### config.mk
export PLATFORM = sky130hd
export DESIGN_NAME = osc_ce_divider
export DESIGN_NICKNAME = d
export VERILOG_FILES = /design/src/rtl/osc_ce_divider.sv
export SDC_FILE = /design/constraint.sdc
export NUM_CORES = 1
export LEC_CHECK = 0
export ABC_AREA = 1
export CAP_MARGIN = 20
export CORE_AREA = 3 3 40 42
export DETAILED_ROUTE_END_ITERATION = 12
export DIE_AREA = 0 0 43 45
export GPL_TIMING_DRIVEN = 0
export REMOVE_ABC_BUFFERS = 1
export SLEW_MARGIN = 30
export SYNTH_ARGS = -nofsm -noshare
export SYNTH_HDL_FRONTEND = slang
export SYNTH_SLANG_ARGS = --single-unit
### constraint.sdc
create_clock -name clk -period 1.3 [get_ports clk]
set_input_delay 0.195 -clock clk [delete_from_list [all_inputs] [get_ports clk]]
set_output_delay 0.195 -clock clk [all_outputs]
set_load 0.05 [all_outputs]
### src/rtl/osc_ce_divider.sv
module osc_ce_divider #(
  parameter int SYS_DIV = 6,
  parameter int REF_DIV = 12
) (
  input  logic clk,
  input  logic rst_n,
  input  logic osc_div_bypass,
  input  logic sys_full_en,
  input  logic fmc_full_sel,
  output logic sys_ce,
  output logic ref_ce,
  output logic fmc_ce
);

  localparam int CW = $clog2(REF_DIV);
  localparam int GW = CW + 1;
  localparam logic [CW-1:0] LAST = CW'(REF_DIV - 1);

  logic [CW-1:0] cnt;
  logic byp_q, full_q, fmc_q;
  logic slow_tick, wrap;

  assign wrap      = (cnt == LAST);
  assign slow_tick = ((int'(cnt) % SYS_DIV) == SYS_DIV - 1);

  always_ff @(posedge clk or negedge rst_n) begin
    if (!rst_n) begin
      cnt    <= '0;
      byp_q  <= 1'b0;
      full_q <= 1'b0;
      fmc_q  <= 1'b0;
    end else begin
      cnt <= wrap ? '0 : cnt + 1'b1;
      if (wrap) begin
        byp_q  <= osc_div_bypass;
        full_q <= sys_full_en;
        fmc_q  <= fmc_full_sel;
      end
    end
  end

  assign ref_ce = rst_n & wrap;
  assign sys_ce = rst_n & ((full_q & byp_q) | slow_tick);
  assign fmc_ce = rst_n & (fmc_q | slow_tick);

  // checker state: cycles since the last reference pulse
  logic [GW-1:0] ref_gap;
  logic          ref_seen;
  always_ff @(posedge clk or negedge rst_n) begin
    if (!rst_n) begin
      ref_gap  <= '0;
      ref_seen <= 1'b0;
    end else if (ref_ce) begin
      ref_gap  <= '0;
      ref_seen <= 1'b1;
    end else begin
      ref_gap <= ref_gap + 1'b1;
    end
  end

  a_r1_ref_period: assert property (@(posedge clk) disable iff (!rst_n)
    ref_ce && ref_seen |-> ref_gap == GW'(REF_DIV - 1));

  a_r2_forced_slow: assert property (@(posedge clk) disable iff (!rst_n)
    !full_q && sys_ce && !ref_ce |=> !sys_ce);

  a_r3_full_rate: assert property (@(posedge clk) disable iff (!rst_n)
    full_q && byp_q |-> sys_ce);

  a_r4_fmc_full: assert property (@(posedge clk) disable iff (!rst_n)
    fmc_q |-> fmc_ce);

  a_r6_aligned: assert property (@(posedge clk) disable iff (!rst_n)
    ref_ce |-> sys_ce && fmc_ce);

  a_r7_hold: assert property (@(posedge clk) disable iff (!rst_n)
    !ref_ce |=> $stable({byp_q, full_q, fmc_q}));

  a_r8_no_double: assert property (@(posedge clk) disable iff (!rst_n)
    !fmc_q && fmc_ce && !ref_ce |=> !fmc_ce);

endmodule

# After elaboration in Yosys (flattened, before gate mapping)
# Index checks and enable logic that the tools add are counted.
[totals]
regBits = 7
latchBits = 0
ram_bits = 0
romBits = 0
out_inout_bits = 3
n_memories = 0
[op_classes]
addsub = 1
mul = 0
div_mod_pow = 1
magnitude_cmp = 0
eq_ne = 2
n_shift = 0
muxes = 1
bitwise = 6
reduce_logical = 0
[ops]
columns = ["operator", "count"]
rows = [
  ["== test 32 x 4 -> 1 bit (second input constant)", 1],
  ["modulo 5 x 4 -> 32 bit (second input constant)", 1],
  ["adder 4 x 1 -> 4 bit (second input constant)", 1],
  ["bitwise AND 1 bit", 4],
  ["== test 4 bit (second input constant)", 1],
  ["two-way mux 4 bit", 1],
  ["bitwise OR 1 bit", 2],
]

# Logic depth before layout (Yosys ltp)
# Gate-level depths: netlist of the first run.
[depth]
depth_word = 4
depth_mapped = 10
depth_no_buf = 10

# Worst setup path after synthesis of the first run
# No wires, ideal clock.
[synth_path]
path_kind = "reg2out"
from = "register cnt[2]"
to = "output port fmc_ce"
arrival_time_ns = 1.872
required_ns = 1.105
slack_ns = -0.767
path_stages_with_launch = 10
n_path_buf = 0
cell_sequence = "dfrtp_1 inv_1 nor2_1 ha_1 nand2_1 nor2_1 nand2_1 nand2_1 nand2_1 a21oi_1"
[synth_via]
elab_chain_len = 4
[synth_lines]
columns = ["item", "line", "source"]
rows = [
  ["start, declared", "19", "logic [CW-1:0] cnt;"],
  ["start signal, assigned", "33", "cnt <= wrap ? '0 : cnt + 1'b1;"],
  ["modulo 5 x 4 -> 32 bit", "24", "assign slow_tick = ((int'(cnt) % SYS_DIV) == SYS_DIV - 1);"],
  ["== test 32 x 4 -> 1 bit", "24", ""],
  ["bitwise OR 1 bit", "44", "assign fmc_ce = rst_n & (fmc_q | slow_tick);"],
  ["bitwise AND 1 bit", "44", ""],
  ["end, declared", "12", "output logic fmc_ce"],
]
# No other way between the ends.

# Worst setup path in the final report of the first run
# Same ends and word-level chain as after synthesis.

==> results.cfg, run 1 <==
[outcome]
outcome = finished, violations left
violations = setup timing

[setup_path]
critical_path_class = reg -> out
arrival_ps = 1670
critPathLaunchType = register
crit_fanout = 2
required_ps = 1110
endpoint_kind = output pin

[cts]
clkSinkCount = 7
htreeDepth = 1
cts_hold_buf = 0
clock_latency_ps = 250
cts_tree = done
numCtsBuffers = 3
clkTransAtPathRegs_ps = 60
root_buffer = clkbuf_4
cts_max_path_buffers = 2

[finish]
nets = 85
final_common_cell = nand2_1
final_cell_mix = nand2_1 (13), inv_1 (7), buf_4 (6)
syn2layout_area_growth_pct = 59.4
fin_cells = 89
fillers = 109
drive_gt1_share_pct = 44.6
num_antenna_cells = 0
fin_util_pct = 53.1

[place]
gp_congestion = 0.730
port_buffers = 7
hpwl_um = 581
dp.cells = 77

[power_and_ir_drop]
p_clk_share_pct = 43.2
vdd.ir_drop.worst_mv = 0.333
p_sw_share_pct = 23.8
comb_power_share_pct = 9.2
seqPwrFrac_pct = 47.6
internal-power_uw = 360
power_uw = 472
switchingPower_uw = 112
powerDensity_nw_per_um2 = 693
power_leakage_nw = 0.304

[timing]
min_period_over_period_pct = 143
min_period_ps = 1860
report.final.slew_viol_count = 0
final_hold_viol_count = 0
setup_viol = 5
finalSetupTns_ps = -1520
worst_pin_slew_ps = 362
fin_skew_ps = 1.17
fin_ws_ps = -562
slew_headroom_pct = 75.8
rsz0062_at_grt = true
timing.fmax_ghz = 0.537

[global_routing]
grt_overflow = 0
grt_max_degree = 9
grt_pass1_vias = 432
grt_use_total_pct = 13.2
grt_pass1_wl_um = 1810
antenna_found_initial = 0

[hold_path]
hp-class = in -> async

[floorplanning]
ioPinCount = 8
rows = 13
start_util_pct = 33.3
die-area_um2 = 1940
die_h_um = 45
die_w_um = 43
coreArea_um2 = 1280

[synth]
synth_cell_types = 13
yosys_warnings = 0
mappedNetlistArea_um2 = 428
synth-seq-cells = 7
avgSynthCellArea_um2 = 7.64
yosysSeqAreaShare_pct = 40.9
netlist_instances = 56

[routing]
drc_errors = 0
routed-wl-met2_um = 529
wl_met3_um = 12
drt.antenna.violating_nets = 0
top_layer_used = met3
routedWlPerCell_um = 11.1
dr_total_vias = 388
via_per_inst = 4.36
wl_met1_um = 446
drt-pass1-iter-count = 4
drt-initial-drc-count = 12
wl_um = 988

[flow_run]
max_cap_violations = 0
## cell type report
type / count / area [um^2] / share of cell area, %
clock buffer: 4 / 26.3 / 3.85
multi-input combinational: 39 / 284 / 41.7
sequential: 7 / 178 / 26.1
timing repair buffer: 15 / 141 / 20.7
inverter: 9 / 33.8 / 4.95
tap: 15 / 18.8 / 2.75
## synth_stat cells
library cell / count / area, um^2
dfrtp_1: 7 / 175
inv_1: 9 / 33.8
nor3_1: 1 / 5.00
or2_2: 1 / 6.26
ha_1: 5 / 62.6
nand2_1: 17 / 63.8
nand3_1: 3 / 15.0
nor2_4: 1 / 11.3
nor2_1: 5 / 18.8
clkbuf_1: 1 / 3.75
o21ai_0: 2 / 10.0
nand3b_1: 1 / 7.51
a21oi_1: 3 / 15.0
## critical path, stage by stage (launching register included)
cell,delay (ps)
dfrtp_1,400
inv_2,90
nor2_4,50
ha_4,270
nand2_2,50
nor2_2,70
nand2_1,50
nand2_1,70
nand2_2,70
a21oi_2,130
buf_6,170
## final timing paths
path	from	end	slack, ps	depth (start not counted)
max	cnt[2]	fmc_ce	-560	10
min	rst_n	fmc_q	220	1
max reg2reg	cnt[1]	fmc_q	-30	8
min reg2reg	byp_q	byp_q	470	2
max in group asynchronous	rst_n	cnt[1]	800	1
min in group clk	byp_q	byp_q	470	2
## state kept, by name, summed over array words and instances, names as in the netlist
name,flops
byp_q,1
full_q,1
cnt,4
fmc_q,1
## per-stage QoR
step                      setup WS [ps]  hold WS [ps]  instance area [um^2]
final                              -562           219                   682
after detailed placement          -1060           463                   513
after global placement            -1050           460                   513
after global routing               -693           234                   682
after floorplan                    -773          -101                   424
after CTS                          -581           225                   646
## kinds of logic (layout without fill, tap and decap cells)
group | after synthesis | in the layout | synth area share [%]
AOI/OAI and AO/OA | 5 | 5 | 5.85
buffers and inverters | 10 | 28 | 8.77
and+or+nand+nor | 29 | 29 | 29.8
DFF | 7 | 7 | 40.9
adders and majority gates | 5 | 5 | 14.6
## layer usage
metal  track usage [%]  vias up
met4              13.9        0
met2              20.4        4
li1                  -      211
met3              1.99        0
met5                 0        -
met1              15.0      173
## power by group through the flow
stage          clock, mW  sequential, mW  combinational [mW]
2_1_floorplan          0           0.228              0.0172
3_3_place_gp           0           0.228              0.0398
3_5_place_dp           0           0.229              0.0403
4_1_cts            0.219           0.225              0.0439
5_1_grt            0.232           0.225              0.0479
6_report           0.204           0.225              0.0436
## timing repair
item / 4_1_cts / 5_1_grt
cloned: 0 / 0
setup endpoints to repair: 3 / 7
resized for setup: 36 / 8
pin swaps: 8 / 3
buffers inserted: 7 / 3
Note: power is estimated with default switching activity, not from simulation.
==> inputs of run 2 (changes only) <==
--- a/config.mk
+++ b/config.mk
@@ -11,6 +11,7 @@
 export DETAILED_ROUTE_END_ITERATION = 12
 export DIE_AREA = 0 0 43 45
 export GPL_TIMING_DRIVEN = 0
+export MAX_ROUTING_LAYER = met4
 export REMOVE_ABC_BUFFERS = 1
 export SLEW_MARGIN = 30
 export SYNTH_ARGS = -nofsm -noshare
==> results of run 2 <==
Final layout, timing and power as in run 1 (identical DEF).
Main changes from that run: final weighted congestion in routability-driven placement 0.730 -> 0.739; overall routing resource usage 13.2% -> 13.6%
